### config.mk
export PLATFORM = sky130hd
export DESIGN_NAME = sata_idx_window
export DESIGN_NICKNAME = d
export VERILOG_FILES = /design/src/rtl/sidx_pkg.sv /design/src/rtl/sidx_index_reg.sv /design/src/rtl/sidx_reg_bank.sv /design/src/rtl/sata_idx_window.sv
export SDC_FILE = /design/constraint.sdc
export NUM_CORES = 1
export LEC_CHECK = 0
export BUFFER_PORTS_ARGS = -buffer_cell sky130_fd_sc_hd__buf_2
export CAP_MARGIN = 40
export CORE_UTILIZATION = 41
export CTS_CLUSTER_SIZE = 30
export DETAILED_ROUTE_END_ITERATION = 8
export GPL_TIMING_DRIVEN = 0
export PLACE_DENSITY = 0.61
export SETUP_SLACK_MARGIN = 0.15
export SYNTH_ARGS = -nofsm -noshare
export SYNTH_HDL_FRONTEND = slang
export SYNTH_HIERARCHICAL = 1
export SYNTH_SLANG_ARGS = --single-unit
### constraint.sdc
create_clock -name clk_i -period 7.59 [get_ports clk_i]
set_clock_uncertainty 0.2 [all_clocks]
set_input_delay 0.3795 -clock clk_i [delete_from_list [all_inputs] [get_ports clk_i]]
set_output_delay 0.3795 -clock clk_i [all_outputs]
set_load 0.01 [all_outputs]
### src/rtl/sidx_pkg.sv
package sidx_pkg;
  localparam int unsigned DATA_W = 32;
  localparam int unsigned ADDR_W = 4;
  localparam int unsigned NUM_REGS = 3;

  typedef enum logic [1:0] {
    WIN_INDEX = 2'd0,
    WIN_DATA  = 2'd1,
    WIN_RSV0  = 2'd2,
    WIN_RSV1  = 2'd3
  } win_e;

  localparam int unsigned REG_STATUS  = 0;
  localparam int unsigned REG_CONTROL = 1;
  localparam int unsigned REG_ERROR   = 2;
endpackage

### src/rtl/sidx_index_reg.sv
module sidx_index_reg
  import sidx_pkg::*;
#(
  parameter int unsigned NUM_SLOTS = 4,
  parameter int unsigned SLOT_W    = 8,
  parameter int unsigned SEL_W     = 8
) (
  input  logic              clk_i,
  input  logic              rst_ni,
  input  logic              wr_i,
  input  logic [DATA_W-1:0] wdata_i,
  output logic [DATA_W-1:0] idx_o,
  output logic [SLOT_W-1:0] slot_o,
  output logic [SEL_W-1:0]  sel_o,
  output logic              hit_o
);
  localparam int unsigned PAD_W = DATA_W - SLOT_W - SEL_W;

  logic [SLOT_W-1:0] slot_q;
  logic [SEL_W-1:0]  sel_q;

  always_ff @(posedge clk_i or negedge rst_ni) begin
    if (!rst_ni) begin
      slot_q <= '0;
      sel_q  <= '0;
    end else if (wr_i) begin
      slot_q <= wdata_i[SEL_W +: SLOT_W];
      sel_q  <= wdata_i[SEL_W-1:0];
    end
  end

  assign idx_o  = {{PAD_W{1'b0}}, slot_q, sel_q};
  assign slot_o = slot_q;
  assign sel_o  = sel_q;
  assign hit_o  = (slot_q < SLOT_W'(NUM_SLOTS)) && (sel_q < SEL_W'(NUM_REGS));
endmodule

### src/rtl/sidx_reg_bank.sv
module sidx_reg_bank
  import sidx_pkg::*;
#(
  parameter int unsigned NUM_SLOTS = 4,
  parameter int unsigned SLOT_W    = 8,
  parameter int unsigned SEL_W     = 8
) (
  input  logic                                   clk_i,
  input  logic                                   rst_ni,
  input  logic                                   wr_i,
  input  logic                                   hit_i,
  input  logic [SLOT_W-1:0]                      slot_i,
  input  logic [SEL_W-1:0]                       sel_i,
  input  logic [DATA_W-1:0]                      wdata_i,
  input  logic                                   err_set_valid_i,
  input  logic [SLOT_W-1:0]                      err_set_slot_i,
  input  logic [DATA_W-1:0]                      err_set_bits_i,
  output logic [NUM_SLOTS-1:0][NUM_REGS-1:0][DATA_W-1:0] regs_o,
  output logic [DATA_W-1:0]                      rd_data_o
);
  for (genvar g = 0; g < NUM_SLOTS; g++) begin : g_slot
    logic              this_slot;
    logic [DATA_W-1:0] status_q, control_q, error_q;
    logic [DATA_W-1:0] err_clr, err_set;

    assign this_slot = wr_i && hit_i && (slot_i == SLOT_W'(g));
    assign err_clr = (this_slot && sel_i == SEL_W'(REG_ERROR)) ? wdata_i : '0;
    assign err_set = (err_set_valid_i && err_set_slot_i == SLOT_W'(g)) ? err_set_bits_i : '0;

    always_ff @(posedge clk_i or negedge rst_ni) begin
      if (!rst_ni) begin
        status_q  <= '0;
        control_q <= '0;
        error_q   <= '0;
      end else begin
        if (this_slot && sel_i == SEL_W'(REG_STATUS))  status_q  <= wdata_i;
        if (this_slot && sel_i == SEL_W'(REG_CONTROL)) control_q <= wdata_i;
        // set has priority over a clear of the same bit
        error_q <= (error_q & ~err_clr) | err_set;
      end
    end

    assign regs_o[g][REG_STATUS]  = status_q;
    assign regs_o[g][REG_CONTROL] = control_q;
    assign regs_o[g][REG_ERROR]   = error_q;
  end

  always_comb begin
    rd_data_o = '0;
    for (int s = 0; s < NUM_SLOTS; s++) begin
      for (int r = 0; r < NUM_REGS; r++) begin
        if (hit_i && slot_i == SLOT_W'(s) && sel_i == SEL_W'(r)) rd_data_o = regs_o[s][r];
      end
    end
  end
endmodule

### src/rtl/sata_idx_window.sv
module sata_idx_window
  import sidx_pkg::*;
#(
  parameter int unsigned NUM_SLOTS = 4,
  parameter int unsigned SLOT_W    = 8,
  parameter int unsigned SEL_W     = 8
) (
  input  logic              clk_i,
  input  logic              rst_ni,
  input  logic              req_i,
  input  logic              we_i,
  input  logic [ADDR_W-1:0] addr_i,
  input  logic [DATA_W-1:0] wdata_i,
  output logic [DATA_W-1:0] rdata_o,
  input  logic              err_set_valid_i,
  input  logic [SLOT_W-1:0] err_set_slot_i,
  input  logic [DATA_W-1:0] err_set_bits_i
);
  win_e              win;
  logic              idx_wr, dat_wr, rd_en;
  logic [DATA_W-1:0] idx_val, bank_rd, rd_next, rdata_q;
  logic [SLOT_W-1:0] idx_slot;
  logic [SEL_W-1:0]  idx_sel;
  logic              idx_hit;
  logic [NUM_SLOTS-1:0][NUM_REGS-1:0][DATA_W-1:0] bank_regs;

  assign win    = win_e'(addr_i[3:2]);
  assign idx_wr = req_i && we_i && (win == WIN_INDEX);
  assign dat_wr = req_i && we_i && (win == WIN_DATA);
  assign rd_en  = req_i && !we_i;

  sidx_index_reg #(
    .NUM_SLOTS(NUM_SLOTS), .SLOT_W(SLOT_W), .SEL_W(SEL_W)
  ) i_index (
    .clk_i  (clk_i),
    .rst_ni (rst_ni),
    .wr_i   (idx_wr),
    .wdata_i(wdata_i),
    .idx_o  (idx_val),
    .slot_o (idx_slot),
    .sel_o  (idx_sel),
    .hit_o  (idx_hit)
  );

  sidx_reg_bank #(
    .NUM_SLOTS(NUM_SLOTS), .SLOT_W(SLOT_W), .SEL_W(SEL_W)
  ) i_bank (
    .clk_i          (clk_i),
    .rst_ni         (rst_ni),
    .wr_i           (dat_wr),
    .hit_i          (idx_hit),
    .slot_i         (idx_slot),
    .sel_i          (idx_sel),
    .wdata_i        (wdata_i),
    .err_set_valid_i(err_set_valid_i),
    .err_set_slot_i (err_set_slot_i),
    .err_set_bits_i (err_set_bits_i),
    .regs_o         (bank_regs),
    .rd_data_o      (bank_rd)
  );

  always_comb begin
    unique case (win)
      WIN_INDEX: rd_next = idx_val;
      WIN_DATA:  rd_next = bank_rd;
      default:   rd_next = '0;
    endcase
  end

  always_ff @(posedge clk_i or negedge rst_ni) begin
    if (!rst_ni)    rdata_q <= '0;
    else if (rd_en) rdata_q <= rd_next;
  end

  assign rdata_o = rdata_q;
endmodule

==> results.md <==
* Port buffer count at 109
* Fin nets at 2151
* Worst R2R Start: i_index/sel_o[3]$_DFFE_PN0P_
* Design area at 25000 um2
* Synthesized area at 20600 um2
* Vias post-DR at 16.5k
* Endpoints failing setup at 0
* Most common cell in the netlist: dfrtp_1
* CTS clk-pin slew, worst paths at 0.06 ns
* CP Class: flip-flop to flip-flop
* Detailed placement HPWL at 50700 um
* Startpoint Class: flip-flop
* Clock tree sinks at 432
* Layout area overhead at 21.0%
* Hold EP: rdata_o[25]$_DFFE_PN0P_
* HP Class: primary input to flip-flop
* Ys async rst share at 100%
* Number of max-cap violations at 0
* Area of the die at 51200 um2
* Arrival time worst endpoint at 5.21 ns
* Finished Layout Cells at 2769
* Post-Syn Instances at 1769
* DRT Pass-1 Iters at 8
* Crit path max-delay family: simple AND/OR/NAND/NOR gates
* RePlAce Congestion at 0.963
* Die W at 226 um
* Post-synth top cells: dfrtp_1 (432), nand2_1 (250), a22o_1 (152)
* Hold Crit Depth at 3
* Boundary Pins at 113
* Inserted Clock Buffers at 47
* Worst-path cell chain: nor4_1 > and4_1 > or4b_1 > nor4_2 > and4_1 > clkbuf_1 > clkbuf_1 > nand2_1 > a22o_1 > dlygate4sd3_1
* Peak VDD IR at 0.158 mV
* DR WL/cell at 26.8 um
* Antenna violations before repair at 1
* Final hold viol count at 0
* Share of cells above drive strength 1 at 22.9%
* RSZ-0062 raised after global routing: no
* Post-CTS Setup Bufs at 0
* Req. time, crit path at 7.88 ns
* Fin. max-slew vios at 0
* Vias in the first global route at 16.5k
* Hold slack at 0.0226 ns
* Combinational family with the most area after synthesis: multiplexers
* Post-synthesis sequential area ratio at 52.4%
* Worst-margin pin slew at 1.05 ns
* Top cells by area, synth: dfrtp_1 (52%), mux2_2 (7.8%), mux2_1 (6.6%), a22o_1 (6.5%), nand2_1 (4.6%)
* Post-Synth Adder-Cell Area at 0%
* Synth area leader: dfrtp_1
* Area after DPL at 22600 um2
* Compound-gate portion of the synthesized area at 16.0%
* Post-Place Setup Slack at 3.01 ns
* EDFF count, synth at 0
* Placed insts at 2603
* P per Cell Area at 222 nW/um2
* Post-route setup TNS at 0 ns
* Clock buffer depth at 3
* Simple-gate share of the synthesized area at 7.71%
* Hold Startpoint: addr_i[2]
* Status: completed
* CTS tree: built
* Pleak at 0.0118 uW
* Resize count post-CTS at 0
* Worst R2R End: i_bank/g_slot[0].error_q[27]$_DFF_PN0_
* Fill count at 4467
* Slowest cell on the critical path: nor4_2
* Xor-xnor portion of the synthesized cell area at 0%
* Post-synthesis mux area share at 18.9%
* Largest net degree at the start of global routing at 115
* DRT iter0 DRCs at 1764
* Final WS setup at 2.67 ns
* Slew headroom at 29.8%
* Synth warnings at 6
* Critical Path Sink Type: flip-flop
* First-pass GRT wire length at 108000 um
* Mean Syn Cell Area at 11.7 um2
* Worst Reg-to-Reg Cells at 10
* Die Y at 226 um
* Reg2Reg Setup Slack at 2.67 ns
* Tmin final at 4.92 ns
* Clock latency on the worst-skew pair at 0.60 ns
* Crit Path Max Fanout at 10
* Remaining DRCs at 0
* #FFs+latches synth at 432
* Tcrit/Tclk final at 64.8%
* WL final at 74100 um
* CP peak stage delay at 0.78 ns
* Starting Density at 41.9%
* Gr ovfl total at 0
* Final ANT Viol Nets at 0
* Core area at 49300 um2
* Yosys top cell area share at 52.4%
* Buf/Inv on CP at 3
* Total track usage at 29.3%
* CTS Root Cell: clkbuf_16
* Post-synth top flop: dfrtp_1
* Via/cell ratio at 5.94
* H-tree levels at 2
* Synth unique cells at 59
* Fmax at 203 MHz
* Num rows at 81
-- area by class of cell --
| cell class | instances | area [um2] | share of cell area (%) |
|---|---|---|---|
| Antenna cell | 1 | 2.50 | 0.0100 |
| Inverter | 11 | 41.3 | 0.165 |
| Clock inverter | 12 | 100 | 0.401 |
| Multi-Input combinational cell | 1146 | 8850 | 35.5 |
| Tap cell | 664 | 831 | 3.33 |
| Buffer | 195 | 981 | 3.93 |
| Clock buffer | 71 | 1400 | 5.60 |
| Sequential cell | 432 | 10800 | 43.3 |
| Timing Repair Buffer | 237 | 1950 | 7.80 |
-- cell families (layout without fill, tap and decap cells) --
kind of cell           after synthesis  in the layout
other                                1             17
AO/OA/AOI/OAI                      417            417
buffers and inverters              206            526
flip-flops                         432            432
AND/OR/NAND/NOR                    361            361
multiplexers                       352            352
-- per-layer routing --
layer | routed length (um) | GRT usage [%]
met1 | 31500 | 40.3
met5 | 15 | 0
met2 | 32900 | 44.8
met3 | 6600 | 6.17
met4 | 3140 | 12.7
-- worst min-delay path: stages --
cell and delay [ns]:
buf_4 0.20, mux2i_1 0.11, o2bb2ai_2 0.10
-- how the worst max path moves through the flow --
stage	from	endpoint	slack (ns)	cells past startpoint
after global placement	rst_ni	i_bank/g_slot[1].error_q[26]$_DFF_PN0_	-2.77	1
after global routing	i_index/sel_o[2]$_DFFE_PN0P_	i_bank/g_slot[0].error_q[25]$_DFF_PN0_	2.53	10
final	i_index/sel_o[3]$_DFFE_PN0P_	i_bank/g_slot[0].error_q[27]$_DFF_PN0_	2.67	10
after detailed placement	i_index/sel_o[2]$_DFFE_PN0P_	rdata_o[14]$_DFFE_PN0P_	3.01	11
after floorplan	i_index/sel_o[3]$_DFFE_PN0P_	rdata_o[27]$_DFFE_PN0P_	4.23	11
after CTS	i_index/sel_o[2]$_DFFE_PN0P_	i_bank/g_slot[0].error_q[11]$_DFF_PN0_	2.79	10
-- stage by stage --
stage | power [uW] | util [%]
2_1_floorplan | 2850 | -
3_3_place_gp | 3210 | 44.8
3_5_place_dp | 3280 | 46.0
4_1_cts | 5560 | 50.7
5_1_grt | 5700 | 50.7
6_report | 5540 | 50.7
-- layout by cell type (no fill, tap or decap), drive strengths merged, types with 16 or more instances in the layout --
cell type,count
buf,233
mux2i,80
o22ai,55
o2bb2ai,42
nand2,252
o31ai,24
dlygate4sd3,81
a21oi,26
conb,16
nor2,36
o21ai,63
nand3,19
a221oi,24
clkbuf,189
dfrtp,432
mux2,272
a22o,152
-- power breakdown --
part | switching [uW] | internal [uW] | total, uW
Combinational | 548 | 304 | 851
Sequential | 69.2 | 2380 | 2450
Clock | 966 | 1270 | 2240
Total | 1580 | 3950 | 5540
-- state kept, by name, indices dropped and copies added (netlist names) --
name,cells
i_bank/g_slot.control_q,128
i_bank/g_slot.error_q,128
i_bank/g_slot.status_q,128
rdata_o,32
i_index/sel_o,8
i_index/slot_o,8
-- what timing repair did --
| action | in CTS | in global routing |
|---|---|---|
| hold buffers | 81 | 0 |
| hold endpoints to repair | 250 | 0 |
| setup endpoints to repair | 0 | 0 |
Note: power is estimated with default switching activity, not from simulation.
